<file path="src/rtl/shared_steer.sv">
module shared_steer #(
  parameter int ADDR_W    = 32,
  parameter int DATA_W    = 64,
  parameter int NUM_BANKS = 16,
  parameter int BLK_OFF   = 6,
  parameter int TAG_W     = 2
) (
  input  logic                     clk,
  input  logic                     rst_n,
  input  logic [$clog2(NUM_BANKS)-1:0] tile_id,
  input  logic                     req_valid,
  input  logic [1:0]               req_class,
  input  logic                     req_write,
  input  logic [ADDR_W-1:0]        req_addr,
  input  logic [DATA_W-1:0]        req_wdata,
  input  logic [TAG_W-1:0]         req_tag,
  output logic                     req_ready,
  output logic                     priv_valid,
  output logic                     priv_write,
  output logic [ADDR_W-1:0]        priv_addr,
  output logic [DATA_W-1:0]        priv_wdata,
  output logic                     bank_valid,
  output logic                     bank_write,
  output logic [ADDR_W-1:0]        bank_addr,
  output logic [DATA_W-1:0]        bank_wdata,
  output logic                     net_req_valid,
  output logic [$clog2(NUM_BANKS)-1:0] net_req_dest,
  output logic [63:0]              net_req_ctrl,
  output logic [DATA_W-1:0]        net_req_wdata,
  input  logic                     net_rsp_valid,
  input  logic [64+DATA_W-1:0]     net_rsp_msg,
  output logic                     core_rsp_valid,
  output logic [TAG_W-1:0]         core_rsp_tag,
  output logic                     core_rsp_ack,
  output logic [DATA_W-1:0]        core_rsp_data
);
  localparam int BANK_W = $clog2(NUM_BANKS);
  localparam int NTAG   = 1 << TAG_W;

  logic [NTAG-1:0] busy, wr_flag;

  wire              is_shared = req_class[1];
  wire [BANK_W-1:0] home      = req_addr[BLK_OFF +: BANK_W];
  wire              go_local  = is_shared && (home == tile_id);
  wire              go_remote = is_shared && !go_local;
  wire              tag_busy  = busy[req_tag];

  assign req_ready     = !(go_remote && tag_busy);
  assign priv_valid    = req_valid && !is_shared;
  assign priv_write    = req_write;
  assign priv_addr     = req_addr;
  assign priv_wdata    = req_wdata;
  assign bank_valid    = req_valid && go_local;
  assign bank_write    = req_write;
  assign bank_addr     = req_addr;
  assign bank_wdata    = req_wdata;
  assign net_req_valid = req_valid && go_remote && !tag_busy;
  assign net_req_dest  = home;
  assign net_req_wdata = req_write ? req_wdata : '0;

  always_comb begin
    net_req_ctrl        = '0;
    net_req_ctrl[31:0]  = 32'(req_addr);
    net_req_ctrl[35:32] = 4'(tile_id);
    net_req_ctrl[39:36] = 4'(home);
    net_req_ctrl[43:40] = 4'(req_tag);
    net_req_ctrl[44]    = req_write;
  end

  wire [63:0]       rsp_ctrl = net_rsp_msg[64 +: 64];
  wire [DATA_W-1:0] rsp_word = net_rsp_msg[DATA_W-1:0];
  wire [TAG_W-1:0]  rsp_tag  = rsp_ctrl[40 +: TAG_W];
  wire [BANK_W-1:0] rsp_dst  = rsp_ctrl[36 +: BANK_W];
  wire              rsp_hit  = net_rsp_valid && (rsp_dst == tile_id) && busy[rsp_tag];
  wire              unused_rsp_bits = ^{rsp_ctrl[63:44], rsp_ctrl[35:0]};

  always_ff @(posedge clk or negedge rst_n) begin
    if (!rst_n) begin
      busy           <= '0;
      wr_flag        <= '0;
      core_rsp_valid <= 1'b0;
      core_rsp_tag   <= '0;
      core_rsp_ack   <= 1'b0;
      core_rsp_data  <= '0;
    end else begin
      if (net_req_valid) begin
        busy[req_tag]    <= 1'b1;
        wr_flag[req_tag] <= req_write;
      end
      if (rsp_hit) busy[rsp_tag] <= 1'b0;
      core_rsp_valid <= rsp_hit;
      if (rsp_hit) begin
        core_rsp_tag  <= rsp_tag;
        core_rsp_ack  <= wr_flag[rsp_tag];
        core_rsp_data <= wr_flag[rsp_tag] ? '0 : rsp_word;
      end
    end
  end
endmodule

</file>
<file path="config.mk">
export PLATFORM = sky130hd
export DESIGN_NAME = shared_steer
export DESIGN_NICKNAME = d
export VERILOG_FILES = /design/src/rtl/shared_steer.sv
export SDC_FILE = /design/constraint.sdc
export NUM_CORES = 1
export LEC_CHECK = 0
export ABC_AREA = 0
export BUFFER_PORTS_ARGS = -buffer_cell sky130_fd_sc_hd__buf_2
export CAP_MARGIN = 5
export CORE_AREA = 4 4 243 245
export CTS_CLUSTER_SIZE = 8
export DETAILED_ROUTE_END_ITERATION = 16
export DIE_AREA = 0 0 247 249
export PLACE_DENSITY = 0.35
export SKIP_LAST_GASP = 1
export SYNTH_ARGS = -nofsm -noshare
export SYNTH_HDL_FRONTEND = slang
export SYNTH_SLANG_ARGS = --single-unit
</file>
<file path="constraint.sdc">
create_clock -name clk -period 1.7 [get_ports clk]
set_input_delay 0.34 -clock clk [delete_from_list [all_inputs] [get_ports clk]]
set_output_delay 0.34 -clock clk [all_outputs]
set_load 0.02 [all_outputs]
</file>
==> reports/qor.json, run 1 <==
{
  "cellPowerDensity_nw_per_um2": 1190,
  "initial_utilization": 0.108,
  "grt_first_pass_wirelength_um": 37200,
  "failing_checks": "negative hold slack, negative setup slack",
  "clock.fmax_ghz": 0.502,
  "post_synth_fa_ha_maj_area_fraction": 0,
  "fin_util": 0.147,
  "xor_xnor_fraction_of_synth_area": 0.0113,
  "globalRouteOverflowTotal": 0,
  "maximum_number_of_pins_on_one_net_before_global_route_repair": 77,
  "wire_per_inst_um": 17.4,
  "port_buffer_count": 442,
  "fin_nets": 1072,
  "yosysWarnings": 0,
  "arrival_ps": 1650,
  "hold_class": "in2async",
  "die_area_um2": 61500,
  "kind_of_critical_path": "reg2out",
  "path_clk_slew_ps": 70,
  "dominant_combinational_cell_family_by_area_after_synthesis": "buffers and inverters",
  "synth_simple_gate_area_share": 0.143,
  "synthesis.instances": 604,
  "n_fill_cell": 6509,
  "clock-skew-final_ps": 10.7,
  "yosys.area.top_type": "buf_4",
  "mappedNetlistArea_um2": 6200,
  "number_of_cts_inserted_buffers": 9,
  "finalWorstSetupSlack_ps": -294,
  "stdcell_area_um2": 8370,
  "yosys_register_bits": 76,
  "final-max-slew-violation-count": 0,
  "hpwlAfterDp_um": 23400,
  "grt_setup_unrepaired": "true",
  "cap_viol_max_count": 0,
  "hold_buffers": 0,
  "cts_tree": "built",
  "hold_viol_final": 1,
  "core_region_area_um2": 57100,
  "antenna_violations_before_repair": 15,
  "vdd_ir_drop_max_mv": 0.494,
  "layout_worst_path_cycle_share": 1.17,
  "root_buffer": "clkbuf_16",
  "dr.first_iter.drc_count": 144,
  "io-pin-count": 635,
  "finalSetupViolCount": 69,
  "timing.critical_path.fanout_max": 2,
  "worstSkewPairLatency_ps": 350,
  "synth.distinct_cells": 29,
  "total_leakage_power_nw": 4.28,
  "core.rowCount": 88,
  "result_of_the_run": "finished with violations",
  "final_antenna_net_count": 0,
  "placement.cell_area_um2": 7740,
  "ranking_of_synthesized_cells_by_area": "buf_4, dfrtp_1, mux2_4",
  "worst_setup_path_start_kind": "flip-flop",
  "detail_route.wirelength_um": 28000,
  "total_routing_resource_utilization_after_global_routing": 0.0860,
  "die_height_um": 249,
  "clock-sinks": 76,
  "route.detailed.drc": 0,
  "timing.final.crit_period_ps": 1990,
  "clock_tree.htree_level_count": 3,
  "drtPass1Iterations": 5,
  "first_global_vias": 4739,
  "critPathRequiredTime_ps": 1360,
  "place_congestion": 0.743,
  "final_layout_size_suffix_gt1_frac": 0.696,
  "final.hold.worst_slack_ps": -2.91,
  "vias": 4686,
  "die_x_um": 247,
  "worst_setup_path_end_kind": "output port",
  "cts.path.max_buffers": 2,
  "synth_mux_area_frac": 0.177,
  "detail_route.vias_per_cell": 2.91,
  "yosys.area.top_type_share": 0.319,
  "synth.avg_cell_area_um2": 10.3,
  "sequential_cell_area_fraction_in_the_yosys_report": 0.307,
  "flow.area_growth_from_synthesis_pct": 35.1,
  "synth_compound_area_frac": 0.0135
}
## stage by stage
step	std cells	hold slack, ps	power [W]	setup slack, ps	TNS (ps)
after floorplan	624	44.4	0.00636	-14.3	-893
after global placement	1580	423	0.00779	-257	-17060
after detailed placement	1580	425	0.00781	-265	-17080
after CTS	1605	22.8	0.0102	-389	-5990
after global routing	1606	32.8	0.0106	-377	-9170
final	1608	-2.91	0.00995	-294	-5060
## placed cells by master (no fill, tap or decap), drive strengths merged
cell / instances
bufinv: 2
nor4b: 1
nand4b: 1
a31oi: 7
diode: 3
a41oi: 1
and2: 64
nand2: 2
mux2i: 1
a21oi: 1
nand3: 2
mux2: 71
dfrtp: 76
mux4: 2
clkbuf: 10
clkinvlp: 1
nor2b: 66
a211o: 1
xnor2: 8
nor3: 1
o311ai: 1
conb: 21
inv: 7
nor2: 3
or3b: 1
buf: 485
nand4: 2
clkinv: 2
## registers in the layout, indices dropped and copies added, names as in the netlist
name	count
core_rsp_data	64
busy	4
wr_flag	4
core_rsp_tag	2
core_rsp_ack	1
core_rsp_valid	1
## cell type report
class                      count  area (um^2)  share of cell area
multi-input combinational    257         2290               0.274
inverter                       5         31.3             0.00374
timing repair buffer         485         2830               0.338
timing repair inverter         1         20.0             0.00239
clock buffer                  10          239              0.0285
sequential                    76         1900               0.227
clock inverter                 6         96.3              0.0115
tap                          765          957               0.114
antenna                        3         7.51            0.000897
## critical path, stage by stage (launching register included)
cell,delay [ps]
dfrtp_1,380
buf_6,120
mux4_2,510
nor2b_4,140
buf_6,130
## routing by layer
metal	track usage	part of all wire
met5	0.0143	0.0068
met4	0.0277	0.021
met3	0.0382	0.12
met2	0.129	0.43
met1	0.109	0.42
## cell usage after synthesis (all sizes together)
| cell | instances |
|---|---|
| nor2 | 3 |
| nand3 | 2 |
| nand2 | 2 |
| o311ai | 1 |
| conb | 1 |
| nand4b | 1 |
| and2 | 64 |
| dfrtp | 76 |
| clkbuf | 13 |
| buf | 273 |
| mux2i | 1 |
| xnor2 | 8 |
| nor2b | 66 |
| a41oi | 1 |
| a31oi | 7 |
| mux2 | 71 |
| inv | 5 |
| a21oi | 1 |
| a211o | 1 |
| nor3 | 1 |
| or3b | 1 |
| mux4 | 2 |
| nand4 | 2 |
| nor4b | 1 |
## worst paths after layout
kind,start,to,slack (ps),cells after the start
max in group asynchronous,rst_n,core_rsp_data[12],1330,2
hold / removal,rst_n,core_rsp_data[58],-3,2
setup reg to reg,busy[2],core_rsp_data[15],-140,7
min in group clk,net_rsp_msg[105],core_rsp_tag[1],310,2
hold reg to reg,core_rsp_tag[1],core_rsp_tag[1],500,1
setup / recovery,busy[2],net_req_valid,-290,4
## cells by family (layout without fill, tap and decap cells)
logic type | count (synthesis) | count (layout)
muxes | 74 | 74
other | 1 | 24
AOI/OAI and AO/OA | 11 | 11
xor gates and xnor gates | 8 | 8
buffers and inverters | 291 | 507
DFF | 76 | 76
and+or+nand+nor | 143 | 143
## report_power, final
part	total, W	internal [W]	switching [W]
registers	0.00294	0.00253	0.000401
clock network	0.00219	0.00134	0.000850
logic	0.00483	0.00216	0.00267
## what timing repair did
action / in CTS / in global routing
buffers inserted: 3 / 3
gates cloned: 6 / 0
pin swaps: 2 / 6
gates resized for setup: 23 / 8
endpoints found under the setup margin: 68 / 72
No activity file was read; power rests on OpenSTA's default activity.
==> run 2: changes to the inputs <==
--- a/config.mk
+++ b/config.mk
@@ -9,6 +9,7 @@
 export BUFFER_PORTS_ARGS = -buffer_cell sky130_fd_sc_hd__buf_2
 export CAP_MARGIN = 5
 export CORE_AREA = 4 4 243 245
+export CTS_BUF_LIST = sky130_fd_sc_hd__clkbuf_16
 export CTS_CLUSTER_SIZE = 8
 export DETAILED_ROUTE_END_ITERATION = 16
 export DIE_AREA = 0 0 247 249
==> constraint.sdc (replaced) <==
create_clock -name clk -period 2.18 [get_ports clk]
set_input_delay 0.436 -clock clk [delete_from_list [all_inputs] [get_ports clk]]
set_output_delay 0.436 -clock clk [all_outputs]
set_load 0.02 [all_outputs]
==> reports/qor.json, run 2 (synthesis gave the netlist of run 1 again) <==
{
  "cts_tree": "built",
  "p_total_w": 0.00736,
  "kind_of_critical_path": "reg2out",
  "worst_setup_path_end_kind": "output port",
  "arrival_ps": 1540,
  "io-pin-count": 635,
  "final-max-slew-violation-count": 0,
  "power.share.sequential": 0.313,
  "total_leakage_power_nw": 4.03,
  "ctsResizeCount": 0,
  "cap_viol_max_count": 0,
  "clock_tree.htree_level_count": 3,
  "post_cts_buffers": 0,
  "fin_nets": 1044,
  "timing.rr.end": "core_rsp_data[11]",
  "largest_register_ff_count": 64,
  "clock_power_share": 0.214,
  "stdcell_area_um2": 7790,
  "timing.critical_path.fanout_max": 4,
  "layout_commonest_cell": "buf_2",
  "p_switching_w": 0.00298,
  "power.share.combinational": 0.472,
  "setup.reg_to_reg.worst_slack_ps": 330,
  "finalSetupViolCount": 0,
  "largest_registers_ranked_by_flip_flop_count": "core_rsp_data x64, busy x4, wr_flag x4",
  "final_cell_mix": "buf_2, dfrtp_1, nor2b_1, mux2_4, and2_1",
  "critPathRequiredTime_ps": 1740,
  "reg2reg_depth": 5,
  "p_int_w": 0.00437,
  "power.switching_fraction": 0.405,
  "place_congestion": 0.740,
  "clock.fmax_ghz": 0.506,
  "critical_path.reg2reg.startpoint": "busy[0]",
  "route.detailed.drc": 0,
  "flow.area_growth_from_synthesis_pct": 25.7,
  "hold_buffers": 0,
  "dr.first_iter.drc_count": 128,
  "number_of_cts_inserted_buffers": 9,
  "initial_utilization": 0.108,
  "path_clk_slew_ps": 70,
  "port_buffer_count": 442,
  "layout_worst_path_cycle_share": 0.907,
  "wire_per_inst_um": 15.9,
  "clock-skew-final_ps": 11.4,
  "placement.cell_area_um2": 7480,
  "detail_route.wirelength_um": 25100,
  "globalRouteOverflowTotal": 0,
  "vdd_ir_drop_max_mv": 0.347,
  "worst_setup_path_start_kind": "flip-flop",
  "result_of_the_run": "completed",
  "core.rowCount": 88,
  "drtPass1Iterations": 4,
  "top_register": "core_rsp_data",
  "hpwlAfterDp_um": 21300,
  "finalWorstSetupSlack_ps": 204,
  "total_routing_resource_utilization_after_global_routing": 0.0763,
  "final_antenna_net_count": 0,
  "hold_viol_final": 0,
  "cts.path.max_buffers": 2,
  "maximum_number_of_pins_on_one_net_before_global_route_repair": 77,
  "clock-sinks": 76,
  "antenna_violations_before_repair": 19,
  "worstSkewPairLatency_ps": 350,
  "core_region_area_um2": 57100,
  "hold_class": "in2async",
  "cellPowerDensity_nw_per_um2": 944,
  "die_x_um": 247,
  "detail_route.vias_per_cell": 2.84,
  "vias": 4488,
  "final_layout_size_suffix_gt1_frac": 0.676,
  "root_buffer": "clkbuf_16",
  "die_area_um2": 61500,
  "dp_worst_setup_slack_ps": -90.1,
  "grt_first_pass_wirelength_um": 33700,
  "die_height_um": 249,
  "grt_setup_unrepaired": "false",
  "first_global_vias": 4383,
  "timing.final.crit_period_ps": 1980
}
-- run 2: worst max-delay path by stage --
stage	endpoint	cells past startpoint	start
2_1_floorplan	net_req_valid	3	req_tag[0]
3_3_place_gp	core_rsp_data[10]	7	tile_id[0]
3_5_place_dp	core_rsp_data[22]	7	tile_id[0]
4_1_cts	net_req_valid	3	busy[2]
5_1_grt	net_req_valid	3	busy[2]
6_report	net_req_valid	3	busy[2]
-- run 2: area by class of cell --
| class | instances | area [um^2] |
|---|---|---|
| fill | 6540 | 49400 |
| timing repair buffer | 458 | 2380 |
| multi-input combinational | 257 | 2220 |
| sequential | 76 | 1900 |
| tap | 765 | 957 |
| clock buffer | 9 | 225 |
| clock inverter | 7 | 73.8 |
| inverter | 5 | 21.3 |
| antenna | 5 | 12.5 |
-- run 2: through the flow --
step           std cells   util  setup TNS, ps  hold slack [ps]
2_1_floorplan        624      -              0              140
6_report            1582  0.136              0             96.5
5_1_grt             1578  0.136              0              113
4_1_cts             1577  0.136              0              105
3_3_place_gp        1561  0.131          -3040              488
3_5_place_dp        1561  0.131          -3270              490
-- run 2: worst max-delay path: stages (launching register included) --
cell	delay, ps
dfrtp_1	420
mux4_2	490
nor2b_1	110
buf_2	170
-- run 2: layer usage --
layer  track usage  share of wire
met1        0.0903           0.40
met2         0.122           0.46
met3        0.0357           0.11
met4        0.0253          0.025
met5             0         0.0055
-- run 2: power by group through the flow --
stage	sequential [W]	clock (W)	combinational, W
after floorplan	0.00294	0	0.00202
after detailed placement	0.00231	0	0.00356
after global routing	0.00238	0.00174	0.00372
after global placement	0.00232	0	0.00355
final	0.00230	0.00158	0.00348
after CTS	0.00231	0.00169	0.00356
